[config.mk]
export PLATFORM = sky130hd
export DESIGN_NAME = blink_clock_pair
export DESIGN_NICKNAME = d
export VERILOG_FILES = /design/src/rtl/blink_pkg.sv /design/src/rtl/blink_rst_sync.sv /design/src/rtl/blink_prescaler.sv /design/src/rtl/blink_phase_gen.sv /design/src/rtl/blink_clock_pair.sv
export SDC_FILE = /design/constraint.sdc
export NUM_CORES = 1
export LEC_CHECK = 0
export BUFFER_PORTS_ARGS = -buffer_cell sky130_fd_sc_hd__buf_2
export CAP_MARGIN = 40
export CORE_ASPECT_RATIO = 1.2
export CORE_MARGIN = 1.5
export CORE_UTILIZATION = 55
export CTS_CLUSTER_SIZE = 30
export DETAILED_ROUTE_END_ITERATION = 8
export PLACE_DENSITY = 0.75
export SYNTH_ARGS = -nofsm -noshare
export SYNTH_HDL_FRONTEND = slang
export SYNTH_SLANG_ARGS = --single-unit
[constraint.sdc]
create_clock -name clk -period 2.89 [get_ports clk]
set_input_delay 0.289 -clock clk [delete_from_list [all_inputs] [get_ports clk]]
set_output_delay 0.289 -clock clk [all_outputs]
set_load 0.02 [all_outputs]
[src/rtl/blink_pkg.sv]
package blink_pkg;
  // log2 of the ratio between neighbouring base periods
  localparam int STAGE_LOG2 = 3;

  typedef enum logic {
    PH_LOW  = 1'b0,
    PH_HIGH = 1'b1
  } phase_e;
endpackage

[src/rtl/blink_rst_sync.sv]
module blink_rst_sync #(
  parameter int STAGES = 2
) (
  input  logic clk,
  input  logic rst_n,
  output logic rst_sync_n
);
  logic [STAGES-1:0] sync_q;
  logic [STAGES-1:0] sync_d;

  always_comb begin
    sync_d = {sync_q[STAGES-2:0], 1'b1};
  end

  always_ff @(posedge clk or negedge rst_n) begin
    if (!rst_n) sync_q <= '0;
    else        sync_q <= sync_d;
  end

  assign rst_sync_n = sync_q[STAGES-1];
endmodule

[src/rtl/blink_prescaler.sv]
module blink_prescaler
  import blink_pkg::*;
#(
  parameter int TICK_DIV = 12500,
  parameter int NBASE    = 4
) (
  input  logic             clk,
  input  logic             rst_n,
  output logic [NBASE-1:0] tick
);
  localparam int PW = (TICK_DIV > 1) ? $clog2(TICK_DIV) : 1;

  // first stage: system clock down to the finest base tick
  generate
    if (TICK_DIV == 1) begin : g_pass
      assign tick[0] = 1'b1;
    end else begin : g_div
      localparam logic [PW-1:0] LAST = PW'(TICK_DIV - 1);
      logic [PW-1:0] pre_q;
      logic [PW-1:0] pre_d;
      logic          wrap;

      assign wrap = (pre_q == LAST);

      always_comb begin
        pre_d = wrap ? '0 : pre_q + 1'b1;
      end

      always_ff @(posedge clk or negedge rst_n) begin
        if (!rst_n) pre_q <= '0;
        else        pre_q <= pre_d;
      end

      assign tick[0] = wrap;
    end
  endgenerate

  // divide-by-eight stages, each clock-enabled by the finer tick
  generate
    for (genvar k = 1; k < NBASE; k++) begin : g_stage
      logic [STAGE_LOG2-1:0] stg_q;
      logic [STAGE_LOG2-1:0] stg_d;
      logic                  stg_en;

      assign stg_en = tick[k-1];

      always_comb begin
        stg_d = stg_q + 1'b1;
      end

      always_ff @(posedge clk or negedge rst_n) begin
        if (!rst_n)      stg_q <= '0;
        else if (stg_en) stg_q <= stg_d;
      end

      assign tick[k] = tick[k-1] & (&stg_q);
    end
  endgenerate
endmodule

[src/rtl/blink_phase_gen.sv]
module blink_phase_gen
  import blink_pkg::*;
#(
  parameter int CNT_W = 7,
  parameter int NBASE = 4,
  parameter int SEL_W = 2
) (
  input  logic             clk,
  input  logic             rst_n,
  input  logic [NBASE-1:0] tick,
  input  logic [SEL_W-1:0] base_sel,
  input  logic [CNT_W-1:0] high_time,
  input  logic [CNT_W-1:0] low_time,
  output logic             blink
);
  localparam logic [CNT_W-1:0] ONE = CNT_W'(1);

  phase_e           phase_q, phase_d;
  logic             arm_q, arm_d;
  logic [CNT_W-1:0] cnt_q, cnt_d;
  logic [CNT_W-1:0] dur_q, dur_d;
  logic [SEL_W-1:0] sel_q, sel_d;
  logic [CNT_W-1:0] dur_m1;
  logic             tick_sel;
  logic             last_tick;
  logic             adv_en;

  assign tick_sel  = tick[sel_q];
  assign dur_m1    = dur_q - ONE;      // value 0 wraps to 2^CNT_W - 1
  assign last_tick = tick_sel && (cnt_q == dur_m1);
  assign adv_en    = arm_q | tick_sel;

  always_comb begin
    phase_d = phase_q;
    arm_d   = arm_q;
    cnt_d   = cnt_q;
    dur_d   = dur_q;
    sel_d   = sel_q;
    if (arm_q) begin
      arm_d = 1'b0;
      cnt_d = '0;
      dur_d = low_time;
      sel_d = base_sel;
    end else if (last_tick) begin
      cnt_d = '0;
      sel_d = base_sel;
      if (phase_q == PH_LOW) begin
        phase_d = PH_HIGH;
        dur_d   = high_time;
      end else begin
        phase_d = PH_LOW;
        dur_d   = low_time;
      end
    end else begin
      cnt_d = cnt_q + ONE;
    end
  end

  always_ff @(posedge clk or negedge rst_n) begin
    if (!rst_n) begin
      phase_q <= PH_LOW;
      arm_q   <= 1'b1;
      cnt_q   <= '0;
      dur_q   <= '0;
      sel_q   <= '0;
    end else if (adv_en) begin
      phase_q <= phase_d;
      arm_q   <= arm_d;
      cnt_q   <= cnt_d;
      dur_q   <= dur_d;
      sel_q   <= sel_d;
    end
  end

  assign blink = (phase_q == PH_HIGH);
endmodule

[src/rtl/blink_clock_pair.sv]
module blink_clock_pair #(
  parameter int TICK_DIV = 12500,
  parameter int NGEN     = 2,
  parameter int CNT_W    = 7,
  parameter int NBASE    = 4,
  parameter int SEL_W    = (NBASE > 1) ? $clog2(NBASE) : 1
) (
  input  logic                        clk,
  input  logic                        rst_n,
  input  logic [NGEN-1:0][SEL_W-1:0]  base_sel,
  input  logic [NGEN-1:0][CNT_W-1:0]  high_time,
  input  logic [NGEN-1:0][CNT_W-1:0]  low_time,
  output logic [NGEN-1:0]             blink_o
);
  logic             rst_sync_n;
  logic [NBASE-1:0] base_tick;

  blink_rst_sync #(.STAGES(2)) u_rst (
    .clk        (clk),
    .rst_n      (rst_n),
    .rst_sync_n (rst_sync_n)
  );

  blink_prescaler #(
    .TICK_DIV (TICK_DIV),
    .NBASE    (NBASE)
  ) u_pre (
    .clk   (clk),
    .rst_n (rst_sync_n),
    .tick  (base_tick)
  );

  generate
    for (genvar g = 0; g < NGEN; g++) begin : g_gen
      blink_phase_gen #(
        .CNT_W (CNT_W),
        .NBASE (NBASE),
        .SEL_W (SEL_W)
      ) u_phase (
        .clk       (clk),
        .rst_n     (rst_sync_n),
        .tick      (base_tick),
        .base_sel  (base_sel[g]),
        .high_time (high_time[g]),
        .low_time  (low_time[g]),
        .blink     (blink_o[g])
      );
    end
  endgenerate
endmodule

==> results of run 1 <==
-- cell families (layout without fill, tap and decap cells) --
logic type                 after synthesis  count (layout)  share of synthesized area, %
AOI/OAI and AO/OA                       31              31                          7.86
xor gates and xnor gates                44              44                          11.5
adders and majority gates               11              11                          4.12
buffers and inverters                   18              65                          2.73
DFF                                     61              61                          45.7
muxes                                   24              24                          7.78
other                                    2               3                         0.225
and+or+nand+nor                        126             126                          20.0
-- state kept, by name (all words and copies together) (netlist names) --
name and count:
g_gen.u_phase.blink 2, g_gen.u_phase.sel_q 4, u_pre.g_div.pre_q 14, g_gen.u_phase.arm_q 2
g_gen.u_phase.dur_q 14, u_pre.g_stage.stg_q 9, g_gen.u_phase.cnt_q 14, u_rst.sync_q 2
-- worst max path at each step --
| stage | cells after the start | startpoint | slack, ns | to |
|---|---|---|---|---|
| 6_report | 8 | u_pre.g_div.pre_q[0] | 0.34 | g_gen[1].u_phase.dur_q[6] |
| 5_1_grt | 8 | u_pre.g_div.pre_q[0] | 0.11 | g_gen[1].u_phase.dur_q[6] |
| 4_1_cts | 8 | u_pre.g_div.pre_q[0] | 0.32 | g_gen[1].u_phase.dur_q[4] |
| 3_5_place_dp | 7 | g_gen[0].u_phase.dur_q[0] | 0.36 | g_gen[0].u_phase.sel_q[0] |
| 3_3_place_gp | 8 | u_pre.g_div.pre_q[0] | 0.44 | g_gen[1].u_phase.dur_q[4] |
| 2_1_floorplan | 7 | g_gen[0].u_phase.dur_q[0] | 0.56 | g_gen[0].u_phase.sel_q[0] |
-- metal layers --
layer | vias up | part of all wire (%)
met1 | 1155 | 44
met4 | 0 | 1.4
met3 | 12 | 3.9
met2 | 40 | 51
li1 | 1182 | -
met5 | - | 0
-- what timing repair did --
action	4_1_cts	5_1_grt
hold buffers	1	0
setup endpoints to repair	0	0
hold endpoints to repair	2	0
-- where the power goes --
| part | internal, mW | switching (mW) |
|---|---|---|
| logic | 0.0906 | 0.0807 |
| clock network | 0.382 | 0.313 |
| registers | 0.885 | 0.0416 |
| total | 1.36 | 0.435 |
-- worst reg2reg max path, stage by stage, from the launching register on --
cell	delay (ns)
dfrtp_1	0.39
ha_1	0.26
nor4b_4	0.29
nand4_4	0.13
nor3_1	0.35
nand4_1	0.19
o21ai_2	0.23
buf_4	0.25
mux2_2	0.35
-- layout make-up --
| type | instances | area, um^2 | area share, % |
|---|---|---|---|
| sequential | 61 | 1530 | 40.2 |
| inverter | 8 | 30.0 | 0.789 |
| timing repair buffer | 41 | 235 | 6.18 |
| clock buffer | 15 | 176 | 4.64 |
| tap | 80 | 100 | 2.63 |
| clock inverter | 1 | 5.00 | 0.132 |
| multi-input combinational | 239 | 1730 | 45.4 |
-- synthesized netlist by cell type, drive strengths merged --
cell	count	area, um^2
and3	3	18.8
and2	3	18.8
a21oi	4	20.0
or3	1	6.26
nor2	32	120
xnor2	21	184
o21ai	10	53.8
ha	11	138
nor4b	3	56.3
a211o	1	8.76
nand4b	2	17.5
nor3	6	30.0
dfstp	2	52.6
mux2i	8	80.1
inv	8	30.0
o32ai	1	8.76
and4	1	8.76
buf	5	42.5
dfrtp	59	1480
nand2	40	150
nor4bb	1	10.0
a311o	6	60.1
nor2b	1	6.26
nand2b	7	43.8
or2b	1	7.51
a21boi	1	7.51
conb	2	7.51
nand3	6	30.0
and3b	1	8.76
mux2	16	180
or4	1	7.51
o2111ai	3	43.8
nand4	9	71.3
clkbuf	5	18.8
o211a	1	10.0
o31a	1	8.76
nor3b	4	30.0
nand3b	2	15.0
xor2	23	201
nor4	2	12.5
a221oi	1	26.3
o2bb2ai	1	8.76
o22ai	1	6.26
==> impl_results.md, run 1 <==
* H-Tree Depth at 3
* Via density at 5.37
* CP top delay family: simple AND/OR/NAND/NOR gates
* Status: complete, no violations
* Post-CTS Setup Bufs at 0
* Leak at 1.77 nW
* Fillers at approximately 470
* Setup repair after global routing missed its margin: no
* Crit path max fanout at 14
* Most frequent cells in the layout: 58 x dfrtp_1, 40 x nand2_1, 35 x buf_2
* Cell Area, Placed at 3610 um^2
* Pre-CTS WS at 0.363 ns
* Post-synthesis register bit count at 61
* # IOs at 36
* Design area at 3800 um^2
* Hold Path Depth at 2
* Sequential fraction of the synthesis area at 45.7%
* Drt initial violations at approximately 130
* Crit path buffers/inverters at 1
* Drc violations at 0
* Area growth, synth to finish at 13.8%
* Wire per inst at 13.9 um
* CTS tree: done
* Non-filler cells in the finished layout at 445
* Global-route wire length before repair at ~11,000 um
* Final core occ at 66.2%
* GRT met1 Usage at 26.2%
* Diodes inserted at 0
* Syn Std Cell Area at 3340 um^2
* Max_cap viols at 0
* Fmax at just under 400 MHz
* RR Startpoint: u_pre.g_div.pre_q[0]
* Post-Route WL at slightly above 6000 um
* Total global routing overflow at 0
* Total Power at 1.79 mW
* Vias post-DR at 2,389
* Hold crit path type: primary input to register
* Post-route setup TNS at 0 ns
* Commonest non-fill, non-tap cell in the layout: dfrtp_1
* Worst reg2reg endpoint: g_gen[1].u_phase.dur_q[6]
* Port-buffer cells at 35
* FF-to-FF path depth at 8
* Syn Area/Cell at 10.5 um^2
* Clk slew on worst S/H paths at approximately 0.060 ns
* Post-layout minimum cycle time at around 2.5 ns
* # rows at 30
* Vert. Die Dim at 88.4 um
* Worst Setup End Kind: register
* R2R Setup Slk at 0.34 ns
* RD Place Congestion at 0.808
* Final net count at around 400
* Max-slew violation count at 0
* CTS Root Cell: clkbuf_8
* Pwr/cell area at between 400 and 500 nW/um^2
* Die area at approximately 6600 um^2
* Rel. slew slack at 55.6%
* Clock Skews at 0.00822 ns
* Netlist cell types at 49
* Initial antenna violation count at 0
* Largest net degree at the start of global routing at 31
* Clock Sinks at 61
* Slowest CP cell: dfrtp_1
* Most Crowded Layer GR: met2
* Slowest stage delay, CP at 0.39 ns
* Initial Util at just under 60%
* DRT Pass-1 Iters at 4
* Hold slack at 0.187 ns
* Setup slack after layout at 0.343 ns
* Clk_lat worst skew at 0.33 ns
* CORE AREA at 5740 um^2
* Antenna Violating Nets Remaining at 0
* Worst path cell trace: ha_1 > nor4b_4 > nand4_4 > nor3_1 > nand4_1 > o21ai_2 > buf_4 > mux2_2
* Total GRT Usage at 21.1%
* Max clock buf depth at 2
* Post-DP HPWL at 4350 um
* Min-Delay Startpoint: base_sel[0]
* Crit Path Category: register to register
* Number of gates resized after CTS at 0
* M3 GR Usage at between 5 and 6%
* Placed Cells at 428
* Die X at 74.2 um
* CTS buffer count at 9
* Final Cycle Share at around 88%
* Vias in the first global route at roughly 2,300
* Final Setup Violations at 0
* Hold path endpoint: g_gen[0].u_phase.sel_q[0]
* Worst slew pin tran at 0.665 ns
* Arrival time at the worst endpoint at 2.76 ns
* Worst EP required at between 3 and 4 ns
* Final Hold Viols at 0
* Crit start category: register
* Mapped Cells at 317
* Met2 usage at 35.6%
* IR drop worst, VDD at 0.000390 V
* Yosys warning total at 0
* Layout cells sized above 1 at 21.4%
Note: power is estimated with default switching activity, not from simulation.
==> run 2: changes to the inputs <==
--- a/config.mk
+++ b/config.mk
@@ -10,7 +10,6 @@
 export CORE_ASPECT_RATIO = 1.2
 export CORE_MARGIN = 1.5
 export CORE_UTILIZATION = 55
-export CTS_CLUSTER_SIZE = 30
 export DETAILED_ROUTE_END_ITERATION = 8
 export PLACE_DENSITY = 0.75
 export SYNTH_ARGS = -nofsm -noshare
==> constraint.sdc (replaced) <==
create_clock -name clk -period 3.15 [get_ports clk]
set_input_delay 0.315 -clock clk [delete_from_list [all_inputs] [get_ports clk]]
set_output_delay 0.315 -clock clk [all_outputs]
set_load 0.02 [all_outputs]
==> run 2 against run 1 <==
Compared with the run above:
- core utilization down 0.37 points
- critical path depth decreased by 1
- clock skew about the same
- sequential share of layout area grew 0.23 points
- wire length is 5.8% lower
- register-to-register slack better by 0.08 ns
- sequential power down 8.2%
- die area unchanged
- largest cell class unchanged
- clock power shrank 4.7%
- sequential cell count is the same
- worst setup slack improved by 0.085 ns
- critical endpoint is now g_gen[1].u_phase.dur_q[2]
- largest power group unchanged
- highest routed layer unchanged
- global-route usage shrank 1.1 points
==> impl_results.md, run 2 (synthesis gave the netlist of run 1 again) <==
* # IOs at 36
* Post-layout minimum cycle time at roughly 2.7 ns
* FF-to-FF path depth at 7
* Clk_lat worst skew at about 0.34 ns
* Final Setup Violations at 0
* Hold path endpoint: g_gen[0].u_phase.sel_q[0]
* Hold Path Depth at 2
* Setup repair after global routing missed its margin: no
* Post-route setup TNS at 0 ns
* Pre-CTS WS at 0.432 ns
* Status: complete, no violations
* CTS tree: done
* Worst Setup End Kind: register
* IR drop worst, VDD at around 0.00032 V
* RR Startpoint: u_pre.g_div.pre_q[0]
* Antenna Violating Nets Remaining at 0
* Die area at 6560 um^2
* H-Tree Depth at 3
* CTS buffer count at 9
* Die X at between 70 and 80 um
* Total global routing overflow at 0
* Hold slack at 0.210 ns
* Wire per inst at 13.2 um
* Arrival time at the worst endpoint at 2.94 ns
* Pwr/cell area at 440 nW/um^2
* Worst EP required at 3.36 ns
* Leak at 1.76 nW
* Global-route wire length before repair at 9880 um
* Post-DP HPWL at 4300 um
* Crit path max fanout at 10
* Layout cells sized above 1 at a little over 20%
* Worst slew pin tran at approximately 0.67 ns
* Port-buffer cells at 35
* Post-Route WL at 5840 um
* Largest net degree at the start of global routing at 33
* Clk slew on worst S/H paths at 0.06 ns
* CTS Root Cell: clkbuf_8
* Initial Util at roughly 58%
* DRT Pass-1 Iters at 4
* Post-CTS Setup Bufs at 0
* Diodes inserted at 0
* Top flop regs: g_gen.u_phase.cnt_q (14), g_gen.u_phase.dur_q (14), u_pre.g_div.pre_q (14)
* Drc violations at 0
* Crit Path Category: register to register
* Vias post-DR at 2,368
* Initial antenna violation count at 0
* Most frequent cells in the layout: 58 x dfrtp_1, 40 x nand2_1, 35 x buf_2
* Worst reg2reg endpoint: g_gen[1].u_phase.dur_q[2]
* Total GRT Usage at between 20% and 30%
* Fmax at 367 MHz
* R2R Setup Slk at 0.43 ns
* Final Hold Viols at 0
* Vert. Die Dim at about 88 um
* Max clock buf depth at 2
* Drt initial violations at 94
* Clock Skews at 0.00868 ns
* Setup slack after layout at approximately 0.43 ns
* RD Place Congestion at between 0.8 and 0.9
* Final net count at 403
* CORE AREA at 5740 um^2
* Area growth, synth to finish at 13.1%
* Final core occ at about 66%
* Clock Sinks at between 60 and 70
* Final Cycle Share at 86.4%
* Max-slew violation count at 0
* Commonest non-fill, non-tap cell in the layout: dfrtp_1
* Rel. slew slack at 55.4%
* Max_cap viols at 0
* Hold crit path type: primary input to register
* # rows at 30
* Via density at 5.35
* Min-Delay Startpoint: base_sel[0]
* Crit start category: register
* Vias in the first global route at 2,259
-- run 2: changes by cell type in the layout (fill, tap and decap cells not counted) --
cell	previous run	this run
bufinv_16	0	1
clkbuf_1	3	4
clkbuf_8	12	10
buf_12	1	0
buf_4	4	3
-- run 2: metrics by stage --
step / instance area (um^2) / power, mW / cells
detailed placement: 3580 / 1.02 / 426
floorplan: 3350 / 0.967 / 318
CTS: 3780 / 1.69 / 443
global route: 3780 / 1.75 / 443
finish: 3780 / 1.67 / 443
global placement: 3580 / 1.01 / 426
-- run 2: cell type report --
cell class                      instances  area (um^2)
Timing Repair Buffer                   39          208
Sequential cell                        61         1530
Multi-Input combinational cell        239         1730
Tap cell                               80          100
Clock buffer                           14          153
Clock inverter                          2         35.0
Fill cell                             475         1960
Inverter                                8         30.0
-- run 2: where the power goes --
group	switching (mW)	leakage (nW)	internal, mW
registers	0.0382	0.792	0.812
logic	0.0715	0.871	0.0811
clock network	0.275	0.0947	0.387
-- run 2: how the worst max path moves through the flow --
stage,cells past startpoint,slack (ns),startpoint,to
3_3_place_gp,7,0.54,u_pre.g_div.pre_q[0],g_gen[1].u_phase.sel_q[0]
4_1_cts,7,0.40,u_pre.g_div.pre_q[0],g_gen[1].u_phase.dur_q[2]
2_1_floorplan,7,0.82,g_gen[0].u_phase.dur_q[0],g_gen[0].u_phase.sel_q[0]
3_5_place_dp,7,0.43,u_pre.g_div.pre_q[0],g_gen[1].u_phase.dur_q[2]
6_report,7,0.43,u_pre.g_div.pre_q[0],g_gen[1].u_phase.dur_q[2]
5_1_grt,7,0.11,u_pre.g_div.pre_q[0],g_gen[1].u_phase.dur_q[4]
-- run 2: what timing repair did --
action,CTS,global route
gates resized for setup,0,0
hold buffers,1,0
endpoints found under the hold margin,2,0
-- run 2: worst max-delay path, stage by stage, from the launching register on --
cell	delay, ns
dfrtp_1	0.38
ha_1	0.26
nor4b_4	0.29
nand4_4	0.22
nor3_1	0.38
nand4_1	0.19
o21ai_2	0.48
mux2_2	0.40
-- run 2: per-layer routing --
layer / routed length [um] / vias to the layer above / track usage, % / share of wire, %
li1: - / 1181 / - / -
met4: 69 / 0 / 10.6 / 1.2
met3: 176 / 5 / 3.76 / 3.0
met2: 2930 / 36 / 33.0 / 50
met5: 0 / - / 0 / 0
met1: 2670 / 1146 / 24.8 / 46
==> run 3: changes to the inputs <==
--- a/config.mk
+++ b/config.mk
@@ -10,8 +10,10 @@
 export CORE_ASPECT_RATIO = 1.2
 export CORE_MARGIN = 1.5
 export CORE_UTILIZATION = 55
+export CTS_BUF_LIST = sky130_fd_sc_hd__clkbuf_4 sky130_fd_sc_hd__clkbuf_8
 export DETAILED_ROUTE_END_ITERATION = 8
 export PLACE_DENSITY = 0.75
 export SYNTH_ARGS = -nofsm -noshare
 export SYNTH_HDL_FRONTEND = slang
+export SYNTH_HIERARCHICAL = 1
 export SYNTH_SLANG_ARGS = --single-unit
==> run 3 against run 2 <==
Compared with the run above:
- fmax fell by 9.3%
- non-clock buffer count rose by 3
- sequential cell count did not move
- global-route usage rose by 0.84 points
- synthesized cell count fell by 13%
- combinational power rose by 20%
- worst hold slack got worse by 0.0069 ns
- sequential power rose by 0.8%
- worst setup slack got worse by 0.28 ns
- die area fell by 1.1%
- wire length rose by 0.34%
==> impl_results.md, run 3 <==
* CTS buffer count at 9
* Hold crit path type: primary input to register
* Port-buffer cells at 35
* Arrival time at the worst endpoint at between 3 and 4 ns
* Crit Path Category: register to register
* Area growth, synth to finish at 16.3%
* Max clock buf depth at 2
* Most common cell in the netlist: dfrtp_1
* Top flop regs: g_gen.u_phase/cnt_q (14), g_gen.u_phase/dur_q (14), u_pre/g_div.pre_q (14)
* Commonest non-fill, non-tap cell in the layout: dfrtp_1
* Post-DP HPWL at 4360 um
* Drc violations at 0
* RR Startpoint: u_pre/g_div.pre_q[0]
* Vias in the first global route at 2,253
* Syn Nets at 321
* Drt initial violations at 89
* Slowest stage delay, CP at 0.40 ns
* Clock Sinks at 61
* Initial antenna violation count at 0
* Leak at 1.87 nW
* Total Power at 1.90 mW
* H-Tree Depth at 3
* R2R Setup Slk at between 0.1 and 0.15 ns
* Vias post-DR at between 2,000 and 2,500
* Worst reg2reg endpoint: g_gen[0].u_phase/dur_q[6]
* Rel. slew slack at 47.4%
* CTS tree: done
* Max-slew violation count at 0
* Sequential fraction of the synthesis area at 46.3%
* Syn Area/Cell at 12.0 um^2
* Clk_lat worst skew at 0.34 ns
* Vert. Die Dim at 87.9 um
* Final net count at 369
* Setup crit end: g_gen[0].u_phase/dur_q[6]
* Post-synth top area cell: dfrtp_1
* CTS Root Cell: clkbuf_8
* IR drop worst, VDD at 0.000468 V
* CORE AREA at between 5000 and 6000 um^2
* Final Setup Violations at 0
* Worst slew pin tran at 0.789 ns
* Worst Setup End Kind: register
* Global-route wire length before repair at 10,100 um
* FF-to-FF path depth at 11
* Post-layout minimum cycle time at 3.00 ns
* Clk slew on worst S/H paths at 0.07 ns
* Netlist cell types at 44
* Pre-CTS WS at 0.109 ns
* Setup crit start: u_pre/g_div.pre_q[0]
* Post-Route WL at 5860 um
* Final Hold Viols at 0
* Crit path max fanout at 11
* EDFF count, synth at 0
* Post-synthesis register bit count at 61
* Largest net degree at the start of global routing at 38
* Final Cycle Share at 95.3%
* Layout cells sized above 1 at 32.2%
* Mapped Cells at 276
* Yosys top cell area share at 44.7%
* Top FF cell, synth: dfrtp_1
* Crit start category: register
* Pwr/cell area at 494 nW/um^2
* Via density at 5.34
* Clock Skews at 0.0106 ns
* Diodes inserted at 0
* Largest cells by area after synthesis: dfrtp_1 45%, mux2_2 7.5%, xnor2_1 6.1%
* Fmax at 333 MHz
* RD Place Congestion at a little over 0.8
* Total GRT Usage at between 20% and 30%
* Setup slack after layout at 0.150 ns
* Antenna Violating Nets Remaining at 0
* Commonest cells post-synth: 59 x dfrtp_1, 25 x nor2_1, 23 x xnor2_1
* Initial Util at 57.6%
* Slowest CP cell: dfrtp_1
* Worst EP required at 3.38 ns
* Ys async rst share at 100%
* Wire per inst at between 10 and 15 um
* Syn Std Cell Area at 3310 um^2
* Die X at 73.8 um
* # IOs at 36
* Max_cap viols at 0
* Yosys warning total at 6
* Die area at around 6500 um^2
* DRT Pass-1 Iters at 4
* Status: complete, no violations
* Worst path cell trace: ha_2 > and4bb_2 > nand4_4 > inv_8 > and3_2 > and2_1 > mux4_2 > nand3_2 > o31ai_4 > buf_4 > mux2_2
* Total global routing overflow at 0
* Most frequent cells in the layout: 58 x dfrtp_1, 35 x buf_2, 25 x nor2_1
* # rows at 30
==> run 3: per-stage QoR <==
step | hold slack, ns | TNS [ns] | cell area (um^2) | utilization, % | std cells
after floorplan | 0.0194 | 0 | 3310 | - | 276
after CTS | 0.189 | 0 | 3820 | 66.6 | 407
after detailed placement | 0.102 | 0 | 3570 | 62.1 | 390
after global placement | 0.101 | 0 | 3570 | 62.1 | 390
after global routing | 0.180 | -0.00289 | 3840 | 66.9 | 409
final | 0.203 | 0 | 3840 | 66.9 | 409
==> run 3: report_power, final <==
group / switching, mW / internal, mW / total [mW]
clock network: 0.297 / 0.564 / 0.861
registers: 0.0422 / 0.815 / 0.857
logic: 0.0868 / 0.0958 / 0.183
==> run 3: routing by layer <==
| metal | wire length, um | part of all wire [%] | GRT usage (%) |
|---|---|---|---|
| met1 | 2630 | 45 | 25.3 |
| met3 | 156 | 2.7 | 6.21 |
| met4 | 77 | 1.3 | 8.08 |
| met2 | 3000 | 51 | 35.0 |
| met5 | 0 | 0 | 0 |
==> run 3: cells by family (layout without fill, tap and decap cells) <==
logic type	Yosys count	after routing	share of synthesized area, %
fa+ha+maj	11	11	4.16
simple gates	81	81	14.6
mux	42	42	14.9
other cells	3	3	0.341
xor+xnor	43	43	11.4
buf+inv	15	68	2.65
flops	61	61	46.3
compound gates	20	20	5.64
==> run 3: layout make-up <==
type	instances	area (um^2)
Timing Repair Buffer	42	230
Fill cell	444	1900
Tap cell	80	100
Clock inverter	4	95.1
Sequential cell	61	1530
Multi-Input combinational cell	200	1690
Clock buffer	12	153
Inverter	10	45.0
==> run 3: how the worst min path moves through the flow <==
stage | start | endpoint | cells past startpoint
after global placement | rst_n | u_rst/sync_q[0] | 1
after floorplan | rst_n | u_rst/sync_q[0] | 0
after global routing | base_sel[1] | g_gen[0].u_phase/sel_q[1] | 2
after CTS | base_sel[1] | g_gen[0].u_phase/sel_q[1] | 2
after detailed placement | rst_n | u_rst/sync_q[0] | 1
final | base_sel[1] | g_gen[0].u_phase/sel_q[1] | 2
==> run 3: timing repair <==
item | 4_1_cts | 5_1_grt
buffers inserted | 0 | 2
gates resized for setup | 0 | 2
endpoints found under the hold margin | 2 | 0
hold buffers | 1 | 0
setup endpoints to repair | 0 | 22
==> run 3: worst max-delay path, delay by kind of cell, from the launching register on <==
kind / cells / cell delay [ns]
adder cells (fa/ha/maj): 1 / 0.25
buffers and inverters: 2 / 0.38
multiplexers: 2 / 0.66
AO/OA/AOI/OAI: 1 / 0.26
AND/OR/NAND/NOR: 5 / 0.94
flip-flops: 1 / 0.40
